--- src/rtl/sysctl_pkg.sv ---
package sysctl_pkg;

  typedef enum logic [3:0] {
    PS_SPECIAL, PS_CPUID, PS_FEAT, PS_STAT, PS_LIGHT, PS_EQUIP, PS_XFEAT,
    PS_LOCKB, PS_L2INV, PS_KEY, PS_SYSCTL, PS_CACHE, PS_MAP, PS_NONE
  } port_e;

  localparam int unsigned A_SPECIAL = 32'h0092;
  localparam int unsigned A_CPUID   = 32'h0800;
  localparam int unsigned A_FEAT    = 32'h0802;
  localparam int unsigned A_STAT    = 32'h0803;
  localparam int unsigned A_LIGHT   = 32'h0808;
  localparam int unsigned A_EQUIP   = 32'h080C;
  localparam int unsigned A_XFEAT   = 32'h0810;
  localparam int unsigned A_LOCKB   = 32'h0812;
  localparam int unsigned A_L2INV   = 32'h0814;
  localparam int unsigned A_KEY     = 32'h0818;
  localparam int unsigned A_SYSCTL  = 32'h081C;
  localparam int unsigned A_CACHE   = 32'h0823;
  localparam int unsigned A_MAP     = 32'h0850;

endpackage

--- src/rtl/sysctl_decode.sv ---
module sysctl_decode
  import sysctl_pkg::*;
#(
  parameter int ADDR_W = 16,
  parameter int LOCK_N = 2
) (
  input  logic [ADDR_W-1:0] addr,
  output port_e             sel,
  output logic              rd_ok,
  output logic              wr_ok,
  output logic [LOCK_N-1:0] lock_hit
);

  always_comb begin
    case (addr)
      ADDR_W'(A_SPECIAL): sel = PS_SPECIAL;
      ADDR_W'(A_CPUID):   sel = PS_CPUID;
      ADDR_W'(A_FEAT):    sel = PS_FEAT;
      ADDR_W'(A_STAT):    sel = PS_STAT;
      ADDR_W'(A_LIGHT):   sel = PS_LIGHT;
      ADDR_W'(A_EQUIP):   sel = PS_EQUIP;
      ADDR_W'(A_XFEAT):   sel = PS_XFEAT;
      ADDR_W'(A_LOCKB):   sel = PS_LOCKB;
      ADDR_W'(A_L2INV):   sel = PS_L2INV;
      ADDR_W'(A_KEY):     sel = PS_KEY;
      ADDR_W'(A_SYSCTL):  sel = PS_SYSCTL;
      ADDR_W'(A_CACHE):   sel = PS_CACHE;
      ADDR_W'(A_MAP):     sel = PS_MAP;
      default:            sel = PS_NONE;
    endcase
  end

  // Readable and writable port sets differ: some ports exist in one direction only.
  always_comb begin
    rd_ok = !(sel inside {PS_LIGHT, PS_LOCKB, PS_NONE});
    wr_ok = !(sel inside {PS_EQUIP, PS_KEY, PS_CACHE, PS_NONE});
  end

  // Lock channel i belongs to the i-th lock port.
  generate
    for (genvar i = 0; i < LOCK_N; i++) begin : g_lock
      if (i == 0) begin : g_first
        assign lock_hit[i] = (sel == PS_XFEAT);
      end else if (i == 1) begin : g_second
        assign lock_hit[i] = (sel == PS_LOCKB);
      end else begin : g_spare
        assign lock_hit[i] = 1'b0;
      end
    end
  endgenerate

endmodule

--- src/rtl/sysctl_ctrl.sv ---
module sysctl_ctrl
  import sysctl_pkg::*;
#(
  parameter int DATA_W = 8,
  parameter int CTL_W  = 4,
  parameter int LOCK_N = 2
) (
  input  logic              clk,
  input  logic              rst,
  input  logic              wr_en,
  input  port_e             sel,
  input  logic [DATA_W-1:0] wdata,
  input  logic [LOCK_N-1:0] lock_hit,
  output logic              soft_reset,
  output logic              little_endian,
  output logic              light_on,
  output logic [CTL_W-1:0]  ctl_nib,
  output logic              map_contig,
  output logic [LOCK_N-1:0] lock_pulse
);

  logic unused_wdata;
  assign unused_wdata = ^wdata;

  always_ff @(posedge clk) begin
    if (rst) begin
      soft_reset    <= 1'b0;
      little_endian <= 1'b0;
      light_on      <= 1'b0;
      ctl_nib       <= '0;
      map_contig    <= 1'b0;
    end else if (wr_en) begin
      case (sel)
        PS_SPECIAL: begin
          soft_reset    <= wdata[0];
          little_endian <= wdata[1];
        end
        PS_LIGHT:  light_on   <= wdata[0];
        PS_SYSCTL: ctl_nib    <= wdata[CTL_W-1:0];
        PS_MAP:    map_contig <= wdata[0];
        default: ;
      endcase
    end
  end

  generate
    for (genvar i = 0; i < LOCK_N; i++) begin : g_pulse
      always_ff @(posedge clk) begin
        if (rst) lock_pulse[i] <= 1'b0;
        else     lock_pulse[i] <= wr_en & lock_hit[i];
      end
    end
  endgenerate

  // control state moves only after a write strobe
  assert_hold_no_write_R2: assert property (@(posedge clk) disable iff (rst)
    !$past(wr_en) |-> ($stable(soft_reset) && $stable(little_endian)
                       && $stable(light_on) && $stable(ctl_nib) && $stable(map_contig)));

  // never two lock channels at once
  assert_lock_onehot_R6: assert property (@(posedge clk) disable iff (rst)
    $onehot0(lock_pulse));

  // a pulse follows a write strobe
  assert_lock_after_write_R6: assert property (@(posedge clk) disable iff (rst)
    (lock_pulse != '0) |-> $past(wr_en));

endmodule

--- src/rtl/sysctl_readback.sv ---
module sysctl_readback
  import sysctl_pkg::*;
#(
  parameter int          DATA_W   = 8,
  parameter int          CTL_W    = 4,
  parameter logic [7:0]  ID_CPU   = 8'hEF,
  parameter logic [7:0]  ID_FEAT  = 8'hAD,
  parameter logic [7:0]  ID_STAT  = 8'hE0,
  parameter logic [7:0]  ST_EQUIP = 8'h3C,
  parameter logic [7:0]  ST_XFEAT = 8'h39,
  parameter logic [7:0]  ST_KEY   = 8'h00,
  parameter logic [7:0]  ST_CACHE = 8'h03
) (
  input  logic              clk,
  input  logic              rst,
  input  logic              rd_en,
  input  logic              wr_en,
  input  port_e             sel,
  input  logic              rd_ok,
  input  logic              wr_ok,
  input  logic              little_endian,
  input  logic [CTL_W-1:0]  ctl_nib,
  input  logic              map_contig,
  output logic [DATA_W-1:0] rdata,
  output logic              err
);

  localparam logic [DATA_W-1:0] RD_DEFAULT = '1;

  logic [DATA_W-1:0] rd_val;

  always_comb begin
    case (sel)
      PS_SPECIAL: rd_val = DATA_W'({little_endian, 1'b0});
      PS_CPUID:   rd_val = DATA_W'(ID_CPU);
      PS_FEAT:    rd_val = DATA_W'(ID_FEAT);
      PS_STAT:    rd_val = DATA_W'(ID_STAT);
      PS_EQUIP:   rd_val = DATA_W'(ST_EQUIP);
      PS_XFEAT:   rd_val = DATA_W'(ST_XFEAT);
      PS_KEY:     rd_val = DATA_W'(ST_KEY);
      PS_SYSCTL:  rd_val = DATA_W'(ctl_nib);
      PS_CACHE:   rd_val = DATA_W'(ST_CACHE);
      PS_MAP:     rd_val = DATA_W'(map_contig);
      default:    rd_val = RD_DEFAULT;
    endcase
  end

  always_ff @(posedge clk) begin
    if (rst) begin
      rdata <= '0;
      err   <= 1'b0;
    end else begin
      if (rd_en) rdata <= rd_val;
      err <= (rd_en & !rd_ok) | (wr_en & !wr_ok);
    end
  end

  // read data holds between read strobes
  assert_rdata_hold_R11: assert property (@(posedge clk) disable iff (rst)
    !$past(rd_en) |-> $stable(rdata));

  // error strobe only follows an access
  assert_err_after_access_R10: assert property (@(posedge clk) disable iff (rst)
    err |-> ($past(rd_en) || $past(wr_en)));

endmodule

--- src/rtl/sysctl_regfile.sv ---
module sysctl_regfile
  import sysctl_pkg::*;
#(
  parameter int ADDR_W = 16,
  parameter int DATA_W = 8,
  parameter int CTL_W  = 4,
  parameter int LOCK_N = 2
) (
  input  logic              clk,
  input  logic              rst,
  input  logic [ADDR_W-1:0] bus_addr,
  input  logic              bus_wr,
  input  logic              bus_rd,
  input  logic [DATA_W-1:0] bus_wdata,
  output logic [DATA_W-1:0] bus_rdata,
  output logic              bus_err,
  output logic              soft_reset,
  output logic              little_endian,
  output logic              light_on,
  output logic              map_contig,
  output logic [LOCK_N-1:0] lock_pulse
);

  port_e             sel;
  logic              rd_ok;
  logic              wr_ok;
  logic [LOCK_N-1:0] lock_hit;
  logic [CTL_W-1:0]  ctl_nib;

  sysctl_decode #(.ADDR_W(ADDR_W), .LOCK_N(LOCK_N)) u_dec (
    .addr(bus_addr), .sel(sel), .rd_ok(rd_ok), .wr_ok(wr_ok), .lock_hit(lock_hit)
  );

  sysctl_ctrl #(.DATA_W(DATA_W), .CTL_W(CTL_W), .LOCK_N(LOCK_N)) u_ctrl (
    .clk(clk), .rst(rst), .wr_en(bus_wr), .sel(sel), .wdata(bus_wdata),
    .lock_hit(lock_hit), .soft_reset(soft_reset), .little_endian(little_endian),
    .light_on(light_on), .ctl_nib(ctl_nib), .map_contig(map_contig),
    .lock_pulse(lock_pulse)
  );

  sysctl_readback #(.DATA_W(DATA_W), .CTL_W(CTL_W)) u_rb (
    .clk(clk), .rst(rst), .rd_en(bus_rd), .wr_en(bus_wr), .sel(sel),
    .rd_ok(rd_ok), .wr_ok(wr_ok), .little_endian(little_endian),
    .ctl_nib(ctl_nib), .map_contig(map_contig), .rdata(bus_rdata), .err(bus_err)
  );

  // outputs at rest out of reset
  assert_reset_clear_R1: assert property (@(posedge clk)
    $past(rst) |-> (bus_rdata == '0 && !bus_err && !soft_reset && lock_pulse == '0));

endmodule

--- config.mk ---
export PLATFORM = sky130hd
export DESIGN_NAME = sysctl_regfile
export DESIGN_NICKNAME = d
export VERILOG_FILES = /design/src/rtl/sysctl_pkg.sv /design/src/rtl/sysctl_decode.sv /design/src/rtl/sysctl_ctrl.sv /design/src/rtl/sysctl_readback.sv /design/src/rtl/sysctl_regfile.sv
export SDC_FILE = /design/constraint.sdc
export NUM_CORES = 1
export LEC_CHECK = 0
export ABC_AREA = 1
export BUFFER_PORTS_ARGS = -buffer_cell sky130_fd_sc_hd__buf_2
export CELL_PAD_IN_SITES_DETAIL_PLACEMENT = 1
export CELL_PAD_IN_SITES_GLOBAL_PLACEMENT = 2
export CORE_ASPECT_RATIO = 1.2
export CORE_MARGIN = 8
export CORE_UTILIZATION = 25
export CTS_CLUSTER_DIAMETER = 80
export DETAILED_ROUTE_END_ITERATION = 8
export PLACE_DENSITY = 0.85
export SYNTH_ARGS = -nofsm -noshare
export SYNTH_HDL_FRONTEND = slang
export SYNTH_SLANG_ARGS = --single-unit
--- constraint.sdc ---
create_clock -name clk -period 1.5 [get_ports clk]
set_input_delay 0.15 -clock clk [delete_from_list [all_inputs] [get_ports clk]]
set_output_delay 0.15 -clock clk [all_outputs]
set_load 0.01 [all_outputs]
==> results.json <==
{
  "netlist_area_sq_um": 1260,
  "fin_ws_ns": 0.175,
  "ioPinCount": 43,
  "die_area_sq_um": 7560,
  "grt_max_degree": 19,
  "routed_wl_microns": 3620,
  "synth-adder-area-share_pct": 0,
  "fp-row-count": 28,
  "clk_latency_ns": 0.25,
  "fin_cells": 312,
  "synth.area.mux_share_pct": 0,
  "die_h_microns": 93.7,
  "tritoncts": "done",
  "utilization_pct": 34.2,
  "dp_hpwl_microns": 3110,
  "post_cts_buffers": 0,
  "synth_top_area_share_pct": 30.2,
  "dp.cells": 308,
  "grt_usage_pct": 10.1,
  "clock_path_buffers": 2,
  "synthesis.nets": 224,
  "drive_above_1_share_pct": 35.7,
  "clk_pin_slew_ns": 0.07,
  "crit_required_ns": 1.63,
  "initial_core_util_pct": 25.6,
  "seq_area_frac_synth_pct": 30.2,
  "area_growth_pct": 33.5,
  "critical_path_class": "in2reg",
  "skew_ns": 0.00126,
  "synth_top_family_by_area": "simple AND/OR/NAND/NOR gates",
  "leakage_nw": 0.811,
  "fmax_ghz": 0.755,
  "htreeDepth": 1,
  "worst_slew_pin_slew_ns": 0.376,
  "slew_headroom_pct": 74.9,
  "final_common_cell": "nand2_1",
  "clock_sinks": 19,
  "period_needed_ns": 1.32,
  "hold_violations": 0,
  "via_per_inst": 4.44,
  "grt-ovfl-total": 0,
  "die_x_microns": 80.7,
  "maxCapViolations": 0,
  "r2r-start": "u_ctrl.map_contig",
  "synth_xor_area_share_pct": 0,
  "route.detailed.drc": 0,
  "cts_buffers": 3,
  "final_cell_mix": "51 x nand2_1, 38 x buf_2, 33 x nor2_1, 20 x inv_1",
  "clock-root-buffer": "clkbuf_8",
  "ctsResizeCount": 0,
  "hp-class": "in2reg",
  "synth_area_leaders": "dfxtp_1 30%, nand2_1 15%, nor2_1 10%, inv_1 6.0%, nand2_2 5.0%",
  "fin_nets": 281,
  "holdBufCountCts": 0,
  "ys_warn_count": 0,
  "drtPass1Iterations": 4,
  "run_status": "completed",
  "grt_setup_unrepaired": "no",
  "synthCells": 196,
  "synth.largest_area_cell": "dfxtp_1",
  "arrival_ns": 1.46,
  "power_density_nw_per_um2": 620,
  "gp_congestion": 0.778,
  "start_kind": "input port",
  "synth_compound_area_share_pct": 13.6,
  "synth_cell_types": 26,
  "min_from": "bus_wdata[1]",
  "diodes": 0,
  "final_antenna_net_count": 0,
  "pre_cts_slack_ns": -0.0766,
  "synth-simple-area-share_pct": 47.1,
  "fin_hold_ws_ns": 0.167,
  "setup_viol": 0,
  "ir_drop_uv": 233,
  "end_kind": "flop",
  "grt_pass1_wl_microns": 6310,
  "wire_per_inst_microns": 11.6,
  "final_max_slew_viol_count": 0,
  "grt_pass1_vias": 1455,
  "finalCritPeriodShare_pct": 88.3,
  "crit_fanout": 8,
  "coreArea_sq_um": 4900,
  "setup.worst_path.start": "bus_addr[2]",
  "avgSynthCellArea_sq_um": 6.42,
  "drt_iter0_markers": 62,
  "port_buffers": 38,
  "vias": 1384,
  "ys_ff_latch": 19,
  "antenna_found_initial": 0
}
-- worst paths after layout --
check	to	depth (start not counted)	slack, ns
max	u_rb.rdata[0]	11	0.18
min	u_ctrl.little_endian	3	0.17
max reg2reg	u_rb.rdata[0]	6	0.49
min reg2reg	u_ctrl.ctl_nib[1]	2	0.47
-- through the flow --
| step | area (sq um) | setup TNS (ns) | power (W) |
|---|---|---|---|
| after floorplan | 1260 | 0 | 0.000621 |
| after global placement | 1630 | -0.369 | 0.000693 |
| after detailed placement | 1630 | -0.513 | 0.000697 |
| after CTS | 1680 | 0 | 0.00106 |
| after global routing | 1680 | 0 | 0.00109 |
| final | 1680 | 0 | 0.00104 |
-- worst max-delay path, cell delays in order --
cell	delay [ns]
buf_2	0.11
nor2_2	0.14
nand2_1	0.11
nor3b_1	0.26
nand2_1	0.20
nand2_1	0.11
inv_1	0.06
nand3_4	0.09
nand3_1	0.09
nand2_1	0.07
a21oi_1	0.06
-- area by class of cell --
cell class                      instances  area [sq um]
Multi-Input combinational cell        151           766
Tap cell                               60          75.1
Inverter                               21          78.8
Sequential cell                        19           380
Clock inverter                          1          5.00
Fill cell                             672          3230
Timing Repair Buffer                   57           333
Clock buffer                            3          41.3
-- Yosys cell counts, drive strengths merged --
cell,instances
nor2,41
nand3,13
inv,21
nor3b,2
clkbuf,2
buf,3
a21oi,12
a31oi,1
a211oi,5
nand3b,1
o21ai,9
nor4b,1
or2,2
nand2,61
dfxtp,19
nor3,2
nor4,1
-- report_power, final --
part	internal, W	switching [W]	total, W	leakage [nW]
logic	0.0000662	0.0000891	0.000155	0.629
clock network	0.000185	0.000174	0.000358	0.0255
registers	0.000520	0.00000658	0.000527	0.156
-- per-layer routing --
metal	global-route usage, %	part of all wire (%)	routed length, microns
met1	11.7	44	1610
met5	0	0	0
met3	0.958	2.8	100
met2	18.4	52	1870
met4	3.58	1.2	45
-- flip-flops by register name, summed over array words and instances (netlist names) --
register / count
u_ctrl.soft_reset: 1
u_ctrl.light_on: 1
u_rb.err: 1
u_ctrl.ctl_nib: 4
u_ctrl.map_contig: 1
u_ctrl.little_endian: 1
u_ctrl.lock_pulse: 2
u_rb.rdata: 8
-- kinds of logic (layout without fill, tap and decap cells) --
family / Yosys count / in the layout
buffers and inverters: 26 / 82
flip-flops: 19 / 19
AND/OR/NAND/NOR: 124 / 124
AO/OA/AOI/OAI: 27 / 27
(Power assumes the default switching activity.)
